File: config.mk
export PLATFORM = sky130hd
export DESIGN_NAME = rxd_ring_writer
export DESIGN_NICKNAME = d
export VERILOG_FILES = /design/src/rtl/rxd_pkg.sv /design/src/rtl/rxd_desc_ram.sv /design/src/rtl/rxd_ring_ptr.sv /design/src/rtl/rxd_engine.sv /design/src/rtl/rxd_ring_writer.sv
export SDC_FILE = /design/constraint.sdc
export NUM_CORES = 1
export LEC_CHECK = 0
export BUFFER_PORTS_ARGS = -buffer_cell sky130_fd_sc_hd__clkbuf_2
export CORE_MARGIN = 8
export CORE_UTILIZATION = 44
export DETAILED_ROUTE_END_ITERATION = 10
export SETUP_SLACK_MARGIN = 0.4
export SKIP_CTS_REPAIR_TIMING = 1
export SYNTH_ARGS = -nofsm -noshare
export SYNTH_HDL_FRONTEND = slang
export SYNTH_SLANG_ARGS = --single-unit
File: constraint.sdc
create_clock -name clk -period 4.4 [get_ports clk]
set_input_delay 0.22 -clock clk [delete_from_list [all_inputs] [get_ports clk]]
set_output_delay 0.22 -clock clk [all_outputs]
set_load 0.05 [all_outputs]
File: src/rtl/rxd_pkg.sv
package rxd_pkg;
    localparam int UNIT_BYTES = 64;
    localparam int LEN_W      = 14;
    localparam int OWN_BIT    = 0;
    localparam int WRAP_BIT   = 1;
    localparam int SOF_BIT    = 14;
    localparam int EOF_BIT    = 15;

    typedef enum logic [2:0] {
        S_IDLE,
        S_FETCH,
        S_CHECK,
        S_DATA,
        S_DROP,
        S_WB_LEN,
        S_WB_OWN
    } rxd_state_e;
endpackage

File: src/rtl/rxd_desc_ram.sv
module rxd_desc_ram #(
    parameter int DEPTH = 16,
    parameter int AW    = 4
) (
    input  logic          clk,
    input  logic [AW-1:0] eng_addr,
    input  logic          eng_we,
    input  logic [31:0]   eng_wdata,
    output logic [31:0]   eng_rdata,
    input  logic [AW-1:0] sw_addr,
    input  logic          sw_we,
    input  logic [31:0]   sw_wdata,
    output logic [31:0]   sw_rdata
);
    logic [31:0] words [DEPTH];
    logic [31:0] eng_rdata_q;
    logic [31:0] sw_rdata_q;
    logic        sw_hit_d;

    // engine write wins when both ports target the same word
    always_comb sw_hit_d = sw_we && !(eng_we && (eng_addr == sw_addr));

    always_ff @(posedge clk) begin
        if (eng_we) words[eng_addr] <= eng_wdata;
        if (sw_hit_d) words[sw_addr] <= sw_wdata;
        eng_rdata_q <= words[eng_addr];
        sw_rdata_q  <= words[sw_addr];
    end

    assign eng_rdata = eng_rdata_q;
    assign sw_rdata  = sw_rdata_q;
endmodule

File: src/rtl/rxd_ring_ptr.sv
module rxd_ring_ptr #(
    parameter int DESC_NUM = 8,
    parameter int IDX_W    = 3
) (
    input  logic             clk,
    input  logic             rst_n,
    input  logic [IDX_W-1:0] base,
    input  logic             advance,
    input  logic             wrap,
    output logic [IDX_W-1:0] idx
);
    localparam logic [IDX_W-1:0] LAST_IDX = IDX_W'(DESC_NUM - 1);

    logic [IDX_W-1:0] idx_d, idx_q;
    logic             started_d, started_q;
    logic [IDX_W-1:0] cur;

    // until the first hand-back the walk sits on the programmed base
    always_comb begin
        cur       = started_q ? idx_q : base;
        idx_d     = cur;
        started_d = started_q;
        if (advance) begin
            started_d = 1'b1;
            if (wrap)                idx_d = base;
            else if (cur == LAST_IDX) idx_d = '0;
            else                     idx_d = cur + 1'b1;
        end
    end

    always_ff @(posedge clk) begin
        if (!rst_n) begin
            idx_q     <= '0;
            started_q <= 1'b0;
        end else begin
            idx_q     <= idx_d;
            started_q <= started_d;
        end
    end

    assign idx = cur;

    assert_idx_range_R6: assert property (@(posedge clk) disable iff (!rst_n)
        (int'(idx) < DESC_NUM));
endmodule

File: src/rtl/rxd_engine.sv
module rxd_engine
    import rxd_pkg::*;
#(
    parameter int IDX_W     = 3,
    parameter int RAM_AW    = 4,
    parameter int BUF_BYTES = 1536,
    parameter int CNT_W     = 11
) (
    input  logic              clk,
    input  logic              rst_n,
    input  logic              in_valid,
    input  logic [7:0]        in_data,
    input  logic              in_sof,
    input  logic              in_eof,
    output logic              in_ready,
    output logic              mem_we,
    output logic [31:0]       mem_addr,
    output logic [7:0]        mem_data,
    input  logic [IDX_W-1:0]  idx,
    output logic              ptr_adv,
    output logic              ptr_wrap,
    output logic [RAM_AW-1:0] ram_addr,
    output logic              ram_we,
    output logic [31:0]       ram_wdata,
    input  logic [31:0]       ram_rdata,
    output logic              overrun
);
    localparam logic [CNT_W-1:0] LAST_OFS = CNT_W'(BUF_BYTES - 1);

    typedef struct packed {
        rxd_state_e       state;
        logic [29:0]      baddr;
        logic             wrap;
        logic [CNT_W-1:0] cnt;
        logic             first;
        logic             eof;
        logic             ovr;
    } eng_t;

    eng_t r_d, r_q;
    logic ram_sel;
    logic [CNT_W-1:0] cnt_q;

    always_comb begin
        r_d       = r_q;
        r_d.ovr   = 1'b0;
        in_ready  = 1'b0;
        mem_we    = 1'b0;
        mem_addr  = {r_q.baddr, 2'b00} + 32'(r_q.cnt);
        ram_sel   = 1'b0;
        ram_we    = 1'b0;
        ram_wdata = '0;
        ptr_adv   = 1'b0;
        unique case (r_q.state)
            S_IDLE: begin
                // stray bytes are swallowed; a start byte waits for its descriptor
                in_ready = !in_sof;
                if (in_valid && in_sof) begin
                    r_d.state = S_FETCH;
                    r_d.first = 1'b1;
                    r_d.cnt   = '0;
                end
            end
            S_FETCH: begin
                r_d.state = S_CHECK;
            end
            S_CHECK: begin
                if (ram_rdata[OWN_BIT]) begin
                    r_d.ovr   = 1'b1;
                    r_d.state = S_DROP;
                end else begin
                    r_d.baddr = ram_rdata[31:2];
                    r_d.wrap  = ram_rdata[WRAP_BIT];
                    r_d.state = S_DATA;
                end
            end
            S_DATA: begin
                in_ready = 1'b1;
                if (in_valid) begin
                    mem_we  = 1'b1;
                    r_d.cnt = r_q.cnt + 1'b1;
                    if (in_eof) begin
                        r_d.eof   = 1'b1;
                        r_d.state = S_WB_LEN;
                    end else if (r_q.cnt == LAST_OFS) begin
                        r_d.eof   = 1'b0;
                        r_d.state = S_WB_LEN;
                    end
                end
            end
            S_DROP: begin
                in_ready = 1'b1;
                if (in_valid && in_eof) r_d.state = S_IDLE;
            end
            S_WB_LEN: begin
                ram_sel   = 1'b1;
                ram_we    = 1'b1;
                ram_wdata = '0;
                ram_wdata[LEN_W-1:0] = LEN_W'(r_q.cnt);
                ram_wdata[SOF_BIT]   = r_q.first;
                ram_wdata[EOF_BIT]   = r_q.eof;
                r_d.state = S_WB_OWN;
            end
            S_WB_OWN: begin
                ram_we    = 1'b1;
                ram_wdata = {r_q.baddr, r_q.wrap, 1'b1};
                ptr_adv   = 1'b1;
                if (r_q.eof) begin
                    r_d.state = S_IDLE;
                end else begin
                    r_d.state = S_FETCH;
                    r_d.first = 1'b0;
                    r_d.cnt   = '0;
                end
            end
            default: r_d.state = S_IDLE;
        endcase
    end

    always_ff @(posedge clk) begin
        if (!rst_n) begin
            r_q <= '{state: S_IDLE, baddr: '0, wrap: 1'b0, cnt: '0,
                     first: 1'b0, eof: 1'b0, ovr: 1'b0};
        end else begin
            r_q <= r_d;
        end
    end

    assign ram_addr = {idx, ram_sel};
    assign ptr_wrap = r_q.wrap;
    assign mem_data = in_data;
    assign overrun  = r_q.ovr;
    assign cnt_q    = r_q.cnt;

    assert_word_order_R3: assert property (@(posedge clk) disable iff (!rst_n)
        (ram_we && !ram_addr[0]) |->
            ($past(ram_we) && ($past(ram_addr) == {ram_addr[RAM_AW-1:1], 1'b1})));

    assert_buf_bound_R5: assert property (@(posedge clk) disable iff (!rst_n)
        mem_we |-> (int'(cnt_q) < BUF_BYTES));

    assert_ovr_quiet_R8: assert property (@(posedge clk) disable iff (!rst_n)
        overrun |-> (!mem_we && !ram_we));

    assert_consumed_R4: assert property (@(posedge clk) disable iff (!rst_n)
        mem_we |-> (in_valid && in_ready));
endmodule

File: src/rtl/rxd_ring_writer.sv
module rxd_ring_writer #(
    parameter int DESC_NUM  = 8,
    parameter int BUF_UNITS = 24,
    parameter int IDX_W     = $clog2(DESC_NUM),
    parameter int RAM_AW    = IDX_W + 1
) (
    input  logic              clk,
    input  logic              rst_n,
    input  logic [IDX_W-1:0]  ring_base,
    input  logic              in_valid,
    input  logic [7:0]        in_data,
    input  logic              in_sof,
    input  logic              in_eof,
    output logic              in_ready,
    output logic              mem_we,
    output logic [31:0]       mem_addr,
    output logic [7:0]        mem_data,
    input  logic              sw_we,
    input  logic [RAM_AW-1:0] sw_addr,
    input  logic [31:0]       sw_wdata,
    output logic [31:0]       sw_rdata,
    output logic              overrun
);
    localparam int BUF_BYTES = BUF_UNITS * rxd_pkg::UNIT_BYTES;
    localparam int CNT_W     = $clog2(BUF_BYTES + 1);
    localparam int RAM_DEPTH = 2 * DESC_NUM;

    logic [IDX_W-1:0]  idx;
    logic              ptr_adv;
    logic              ptr_wrap;
    logic [RAM_AW-1:0] ram_addr;
    logic              ram_we;
    logic [31:0]       ram_wdata;
    logic [31:0]       ram_rdata;

    rxd_ring_ptr #(.DESC_NUM(DESC_NUM), .IDX_W(IDX_W)) u_ptr (
        .clk     (clk),
        .rst_n   (rst_n),
        .base    (ring_base),
        .advance (ptr_adv),
        .wrap    (ptr_wrap),
        .idx     (idx)
    );

    rxd_desc_ram #(.DEPTH(RAM_DEPTH), .AW(RAM_AW)) u_ram (
        .clk       (clk),
        .eng_addr  (ram_addr),
        .eng_we    (ram_we),
        .eng_wdata (ram_wdata),
        .eng_rdata (ram_rdata),
        .sw_addr   (sw_addr),
        .sw_we     (sw_we),
        .sw_wdata  (sw_wdata),
        .sw_rdata  (sw_rdata)
    );

    rxd_engine #(
        .IDX_W     (IDX_W),
        .RAM_AW    (RAM_AW),
        .BUF_BYTES (BUF_BYTES),
        .CNT_W     (CNT_W)
    ) u_eng (
        .clk       (clk),
        .rst_n     (rst_n),
        .in_valid  (in_valid),
        .in_data   (in_data),
        .in_sof    (in_sof),
        .in_eof    (in_eof),
        .in_ready  (in_ready),
        .mem_we    (mem_we),
        .mem_addr  (mem_addr),
        .mem_data  (mem_data),
        .idx       (idx),
        .ptr_adv   (ptr_adv),
        .ptr_wrap  (ptr_wrap),
        .ram_addr  (ram_addr),
        .ram_we    (ram_we),
        .ram_wdata (ram_wdata),
        .ram_rdata (ram_rdata),
        .overrun   (overrun)
    );
endmodule

==> After elaboration in Yosys (flattened, before gate mapping) <==
Memory sizes are Yosys's and may differ from the RTL's. A register that Yosys moved wholly into a read port is not among the register bits.
Index checks and enable logic that the tools add are counted.
{ "classes": {"eq_ne": 14, "muxes": 31, "n_addsub": 3, "bitwise_logic": 1, "reduce_logical": 18} }
{ "ops": {"columns": ["op", "count"], "rows": [
  ["32-bit case mux with 2 select lines", 1],
  ["11-bit case mux with 3 select lines", 1],
  ["32-bit by 11-bit adder with 32-bit output", 1],
  ["3-bit two-way mux", 10],
  ["12-bit two-way mux", 2],
  ["3-bit case mux with 7 select lines", 1],
  ["1-bit two-way mux", 13],
  ["3-bit equality test, second input constant", 4],
  ["11-bit by 1-bit adder with 11-bit output, second input constant", 1],
  ["11-bit equality test, second input constant", 1],
  ["11-bit two-way mux", 1],
  ["4-bit AND reduction", 2],
  ["3-bit by 2-bit equality test with 1-bit output, second input constant", 2],
  ["3-bit AND reduction", 2],
  ["4-bit equality test", 1],
  ["1-bit logical AND", 4],
  ["2-bit by 1-bit inequality test with 1-bit output, second input constant", 2],
  ["2-bit inequality test, second input constant", 2],
  ["1-bit case mux with 2 select lines", 2],
  ["2-bit AND reduction", 2],
  ["2-bit nonzero test", 2],
  ["2-bit OR reduction", 2],
  ["3-bit by 1-bit adder with 3-bit output, second input constant", 1],
  ["3-bit by 1-bit equality test with 1-bit output, second input constant", 1],
  ["other kinds (5)", 6]
]} }
{ "totals": {"memories": 1, "regBits": 52, "output_inout_bits": 75, "word_cells": 77, "ram_bits": 512, "in_bits": 53} }
{ "mem_list": {"columns": ["memory", "depth", "width", "read_ports", "rd_clocked_by_memory_dff", "wr", "line_no", "text"], "rows": [
  ["u_ram.words", 16, 32, 2, 2, 2, "rxd_desc_ram.sv:15", "logic [31:0] words [DEPTH];"]
]} }

==> Longest topological paths before layout <==
Gate-level depths: netlist of run 1.
{ "logic_depth": {"word_depth": 8, "mapped_depth": 9, "ltp_nobuf": 8} }

==> By module <==
From an unflattened synthesis of run 1, not the netlist that was laid out.
{ "hier_totals": {"cells_unflattened": 2250, "area_unflattened_um2": 35074.9} }
{ "modules_own_cells": {"columns": ["mod", "instances", "area_each_um2", "cells_per_inst", "seq_area_each_um2"], "rows": [
  ["rxd_desc_ram", 1, 31556.5, 1801, 16656.0],
  ["rxd_engine", 1, 3295.7, 428, 960.9],
  ["rxd_ring_ptr", 1, 222.7, 21, 80.1]
]} }

==> Least setup slack after synthesis of run 1 <==
No wires, ideal clock.
{ "synth_path": {"path_type": "flip-flop to flip-flop", "from": "register u_eng.r_q[46] (netlist bit)", "to": "memory u_ram.words[9][0], enable pin", "slack_ns": 0.370, "path_buffers": 4, "stages_incl_launch_ff": 8, "arrival_time_ns": 3.597, "setup_time_ns": 0.433, "synth_period_minus_slack_ns": 4.030, "required_time_ns": 3.967, "path_cell_list": "dfxtp_1 > and3b_1 > clkbuf_1 > buf_1 > buf_1 > clkbuf_1 > nand2_1 > o22ai_1"} }
{ "synth_lines": {"columns": ["item", "line_no", "text"], "rows": [
  ["from (decl)", "rxd_engine.sv:40", "eng_t r_d, r_q;"],
  ["from (signal assigned)", "rxd_engine.sv:122", "r_q <= '{state: S_IDLE, baddr: '0, wrap: 1'b0, cnt: '0,"],
  ["from (signal assigned)", "rxd_engine.sv:125", "r_q <= r_d;"],
  ["to (decl)", "rxd_desc_ram.sv:15", null]
]} }

==> Worst setup path in the final report of run 1 <==
{ "layout_path": {"from": "register u_eng.r_q (netlist bit u_eng.cnt_q[2])", "to": "output mem_addr[18]"} }
{ "layout_via": {"elab_chain_len": 1} }
{ "layout_rtl": {"columns": ["item", "line_no", "text"], "rows": [
  ["32-bit by 11-bit adder with 32-bit output", "rxd_engine.sv:49", "mem_addr = {r_q.baddr, 2'b00} + 32'(r_q.cnt);"],
  ["to (decl)", "rxd_ring_writer.sv:16", "output logic [31:0] mem_addr,"]
]} }
No other way between the ends.

==> key figures, run 1 <==
Critical path
  – Max FO, Critical Path: 6
  – WS Path Type: flop to primary output
  – Reg2Reg Setup Slack: 780 ps
  – Worst Setup Start Kind: flop
  – Critical Path AT: 3530 ps
  – Worst-path cell chain: ha_1 -> inv_1 -> fa_1 -> nand2b_1 -> a211oi_1 -> or3_4 -> nand4_1 -> xnor2_1 -> clkbuf_2
  – Crit-path slowest cell: dfxtp_1
  – Crit. End Element: primary output
  – Crit path required time: ~4200 ps
  – Critical path's largest stage delay: about 420 ps

Route
  – Pre-antenna DRT Iters: 6
  – Final wirelength: between 100,000 and 150,000 µm
  – # DRC: 0
  – Wire per inst: roughly 30 µm
  – Vias: approximately 25,000
  – 1st-iter DRT viols: between 3,000 and 4,000
  – Routed Antenna Nets: 0
  – Vias/cell: approximately 6.4

Layout
  – Multi-input gate area in the final layout: around 17,000 µm²
  – FF/Latch Area: about 18,000 µm²
  – Fill count: roughly 6,900
  – Final nets: 2,867
  – Layout cells sized above 1: between 30% and 40%
  – Area Growth Syn to Fin: 12.31%

Yosys
  – Ys Warns: 0
  – Synth cell count leaders: 542 x nand2_1, 512 x edfxtp_1, 506 x mux2_2, 227 x clkbuf_1, 215 x nand3_1
  – Flops & latches, synth: 628
  – EDFF count, synth: approximately 510
  – Post-synthesis cell count: between 2,000 and 3,000
  – Sequential fraction of the synthesis area: 50.50%
  – Async set or reset register ratio after synthesis: 0%
  – Share of the synthesized area in the top cell type: 43.87%
  – Top_reg_cell synth: edfxtp_1
  – Cell with the most instances after synthesis: nand2_1
  – Dominant cells by area after synthesis: edfxtp_1 44%, mux2_2 16%, mux4_2 10%
  – Synthesized Nets: 2,888
  – Yosys top cell by area: edfxtp_1
  – Syn_area_per_cell: between 10 and 15 µm²
  – Library cells used by synthesis: 57
  – Mapped Area: 35,040 µm²

STA
  – Setup Skew: ~27 ps
  – Setup TNS: 0 ps
  – Fin crit period: ~3800 ps
  – Hold slack: 38.62 ps
  – Final period util: roughly 85%
  – Worst slew pin tran: between 1000 and 1500 ps
  – Final Slew Violations: 0
  – Final setup violation count: 0
  – RSZ-0062 raised after global routing: no
  – Fmax: roughly 270 MHz
  – Max_slew headroom: between 15 and 20%
  – Final hold violations: 0

Clocking
  – CTS tree: done
  – Clock Latency Late Sink: between 600 and 700 ps
  – CTS Buffer Depth: 3
  – # clock sinks: approximately 630
  – Clk root buf: clkbuf_16
  – H-tree Lvls: 3
  – Clk pin slew, worst setup/hold paths: around 60 ps
  – TritonCTS Buffers: 73

Power
  – P per Cell Area: approximately 350 nW/µm²
  – Leak: 0.01491 µW
  – Peak supply drop: 0.3144 mV

Floorplan
  – Number of I/O pins: between 100 and 150
  – FP Rows: around 100
  – Initial Utilization: 44.43%
  – Die Y: slightly below 300 µm
  – Core Area: just under 80,000 µm²
  – Die footprint: 88,930 µm²
  – Die width: 298.2 µm

Placement
  – Final GP Congestion: 0.8706
  – IO buf count: approximately 110
  – Dpl hpwl: ~70,000 µm

Global route
  – Grt ovf: 0
  – First-pass GRT wire length: roughly 170,000 µm
  – Vias in the first global route: 24,830
  – Tot GR Track Use: between 20% and 30%
  – Initial antenna violation count: 7
  – Largest net degree at the start of global routing: around 170

Run
  – Max Cap Viol: 0

Worst hold path
  – Hold Crit Class: primary input to flop

Run status
  – Status: finished clean
[cell usage in the layout (no fill, tap or decap), types with 26 or more instances in the layout]
cell       instances
nand3_1          215
clkbuf_2         107
buf_4             75
a32oi_1           32
o221ai_1          33
mux2i_1           97
nor2_1            26
nand2_1          540
mux4_2           160
edfxtp_1         512
clkbuf_16         76
a21boi_0          33
mux2_2           506
dfxtp_1          116
[worst paths after layout]
| kind | endpoint | depth (start not counted) | start |
|---|---|---|---|
| worst max-delay path | mem_addr[18] | 9 | u_eng.cnt_q[2] |
| worst min register to register | u_eng.r_q[44] | 2 | u_ram.eng_rdata[31] |
| worst min-delay path | u_eng.r_q[47] | 3 | in_valid |
| worst max register to register | u_ram.eng_rdata[27] | 6 | u_ptr.started_q |
[state kept, by name (all words and copies together) (netlist names)]
signal / flops
u_ram.eng_rdata: 32
u_eng.cnt_q: 11
u_eng.ptr_wrap: 1
u_ptr.started_q: 1
u_ram.sw_rdata: 32
u_eng.r_q: 35
u_ram.words: 512
u_ptr.idx_q: 3
u_eng.overrun: 1
[cells by family (layout without fill, tap and decap cells)]
kind of cell,count (synthesis),after routing,share of synthesized area [%]
xor gates and xnor gates,36,36,0.8997
AOI/OAI and AO/OA,179,179,3.895
and+or+nand+nor,887,887,11.11
buffers and inverters,307,345,3.463
adders and majority gates,12,12,0.4499
muxes,774,774,29.68
DFF,628,628,50.50
other,0,4,0
[worst max-delay path, delay by kind of cell, from the launching register on]
kind                       cells  cell delay, ps
AOI/OAI and AO/OA              1             330
xor gates and xnor gates       1             410
adders and majority gates      2             640
buffers and inverters          2             430
DFF                            1             420
and+or+nand+nor                3             680
[through the flow]
step / worst slack [ps] / utilization [%] / instances / cell area (µm²) / total power, µW
after floorplan: 370.0 / - / 2823 / 35040 / 7317
after global placement: 799.4 / 46.89 / 3776 / 36980 / 7902
after detailed placement: 872.0 / 46.89 / 3776 / 36980 / 7916
after CTS: 341.8 / 49.87 / 3910 / 39330 / 13920
after global routing: 534.7 / 49.89 / 3912 / 39350 / 14200
final: 646.9 / 49.90 / 3915 / 39360 / 13850
[area by class of cell]
class | count | area share [%]
Antenna cell | 4 | 0.02543
Clock buffer | 104 | 5.302
Clock inverter | 30 | 0.6708
Inverter | 12 | 0.1208
Multi-Input combinational cell | 1888 | 41.98
Sequential cell | 628 | 44.96
Tap cell | 1050 | 3.338
Timing Repair Buffer | 199 | 3.595
[per-layer routing]
metal,up-vias,part of all wire [%],global-route usage [%]
li1,10560,-,-
met1,12870,40,34.90
met2,1507,46,40.37
met3,271,10,5.693
met4,6,3.8,9.327
met5,-,0.087,0
[power breakdown]
group          switching [µW]  total [µW]  internal (µW)
Sequential               76.8        6570           6490
Clock                    2500        6040           3540
Combinational             830        1240            411
Power figures use the tool's default switching activity.
==> run 2: changes to the inputs <==
==> constraint.sdc (replaced) <==
create_clock -name clk -period 4.4 [get_ports clk]
set_input_delay 0 -clock clk [delete_from_list [all_inputs] [get_ports clk]]
set_output_delay 0 -clock clk [all_outputs]
set_load 0.05 [all_outputs]
==> key figures, run 2 (synthesized netlist as in run 1, its figures left out) <==
STA
  – Fin crit period: 3680 ps
  – Final period util: ~84%
  – Final setup violation count: 0
  – Setup TNS: 0 ps
  – Max_slew headroom: between 20 and 30%
  – Worst slew pin tran: approximately 1100 ps
  – Final hold violations: 1
  – RSZ-0062 raised after global routing: no
  – Setup Skew: about 25 ps
  – Fmax: 271.7 MHz
  – Hold slack: -17.00 ps
  – Final Slew Violations: 0

Clocking
  – TritonCTS Buffers: between 70 and 80
  – H-tree Lvls: 3
  – Clk pin slew, worst setup/hold paths: roughly 60 ps
  – CTS Buffer Depth: 3
  – CTS tree: done
  – Clk root buf: clkbuf_16
  – # clock sinks: around 630
  – Clock Latency Late Sink: around 620 ps

Route
  – 1st-iter DRT viols: between 2,000 and 3,000
  – Final wirelength: 114,800 µm
  – Vias: about 25,000
  – Vias/cell: roughly 6.3
  – # DRC: 0
  – Wire per inst: 29.27 µm
  – Pre-antenna DRT Iters: 5
  – Routed Antenna Nets: 0

Critical path
  – Crit path required time: around 4400 ps
  – Crit. End Element: primary output
  – Crit-path slowest cell: or3_2
  – Worst reg2reg startpoint: u_ptr.started_q
  – Reg2reg path depth: 6
  – Reg2Reg Setup Slack: between 900 and 1000 ps
  – Worst Setup Start Kind: flop
  – Critical Path AT: between 3000 and 4000 ps
  – Worst-path cell chain: ha_1 -> inv_1 -> fa_1 -> nand2b_1 -> a211oi_1 -> or3_2 -> nor4b_1 -> xor2_1 -> clkbuf_2
  – Max FO, Critical Path: 10
  – Critical path's largest stage delay: between 400 and 500 ps
  – Worst setup path start: u_eng.cnt_q[2]
  – WS Path Type: flop to primary output
  – Critical Path End: mem_addr[30]
  – Critical R2R Capture: u_ram.words[14][13]

Run status
  – Failing checks: hold timing
  – Status: finished, violations left

Floorplan
  – Core Area: a little under 80,000 µm²
  – Die width: approximately 300 µm
  – FP Rows: between 100 and 150
  – Die footprint: 88,930 µm²
  – Initial Utilization: approximately 44%
  – Die Y: 298.2 µm
  – Number of I/O pins: 128

Layout
  – FF/Latch Area: approximately 18,000 µm²
  – Reg with most FFs: u_ram.words
  – Largest registers: u_ram.words (512), u_eng.r_q (35)
  – Most frequent cells in the layout: 540 x nand2_1, 512 x edfxtp_1, 506 x mux2_2
  – Utilization after layout: between 50% and 60%
  – ANT cells: 0
  – Area Growth Syn to Fin: 12.55%
  – Layout cells sized above 1: 34.86%
  – Max FFs per register: 512
  – Commonest non-fill, non-tap cell in the layout: nand2_1
  – Multi-input gate area in the final layout: 16,520 µm²
  – Post-route cell area: 39,440 µm²
  – Fill count: ~7,000
  – Final nets: about 2,900

Placement
  – IO buf count: ~110
  – Dpl hpwl: just under 70,000 µm
  – DP Area: 36,880 µm²
  – Final GP Congestion: around 0.84

Worst hold path
  – Hold Crit Class: primary input to flop
  – Worst hold start: rst_n

Global route
  – Met1 Track Usage GR: 33.61%
  – Initial antenna violation count: 5
  – Met2 usage: between 40% and 50%
  – Largest net degree at the start of global routing: 150
  – Grt ovf: 0
  – Vias in the first global route: approximately 25,000
  – Tot GR Track Use: about a quarter
  – First-pass GRT wire length: about 170,000 µm
  – M3 GR Usage: under 10%
  – Busiest grt layer: met2

Power
  – Leak: about 0.015 µW
  – Peak supply drop: about 0.24 mV
  – P per Cell Area: ~340 nW/µm²

Run
  – Max Cap Viol: 0
[run 2: cell count changes in the layout (fill, tap and decap cells not counted), sizes merged]
cell         before  now
dlygate4sd3       1   31
buf              91   77
bufinv            4    0
diode             4    0
clkinv           21   24
clkinvlp          3    1
[run 2: cell type report]
type                       count  area share, %
multi-input combinational   1888          41.89
clock inverter                27         0.3680
sequential                   628          44.87
timing repair buffer         215          4.083
clock buffer                 104          5.345
inverter                      12         0.1205
tap                         1050          3.331
[run 2: how the worst min path moves through the flow]
stage,end,slack (ps),cells past startpoint
5_1_grt,mem_data[1],0.08,0
2_1_floorplan,u_eng.cnt_q[1],140,2
3_5_place_dp,mem_data[1],0.6,0
4_1_cts,u_eng.r_q[1],-360,3
6_report,u_eng.overrun,-20,4
3_3_place_gp,mem_data[1],0.6,0
[run 2: power by group]
group          internal [µW]  switching, µW  total, µW
combinational            420            817       1240
clock                   3330           2470       5810
sequential              6490           69.2       6560
total                  10200           3360      13600
[run 2: routing by layer]
layer | up-vias | routed length (µm)
met5 | - | 24
met2 | 1297 | 54570
met3 | 222 | 10070
met1 | 12780 | 46760
met4 | 4 | 3428
li1 | 10590 | -
[run 2: critical path: cells and delay by family (launching register included)]
kind | cells | cell delay (ps)
AOI/OAI and AO/OA | 1 | 280
adders and majority gates | 2 | 630
DFF | 1 | 470
and+or+nand+nor | 3 | 1060
xor gates and xnor gates | 1 | 210
buffers and inverters | 2 | 370
[run 2: per-stage QoR]
step,setup WS [ps],hold WS (ps),power [µW],cells
after floorplan,370.0,137.7,7317,2823
after global placement,1028,0.5889,7869,3762
after detailed placement,980.2,0.5889,7883,3762
after CTS,486.7,-361.0,13660,3893
after global routing,648.8,0.07986,13970,3924
final,719.9,-17.00,13600,3924
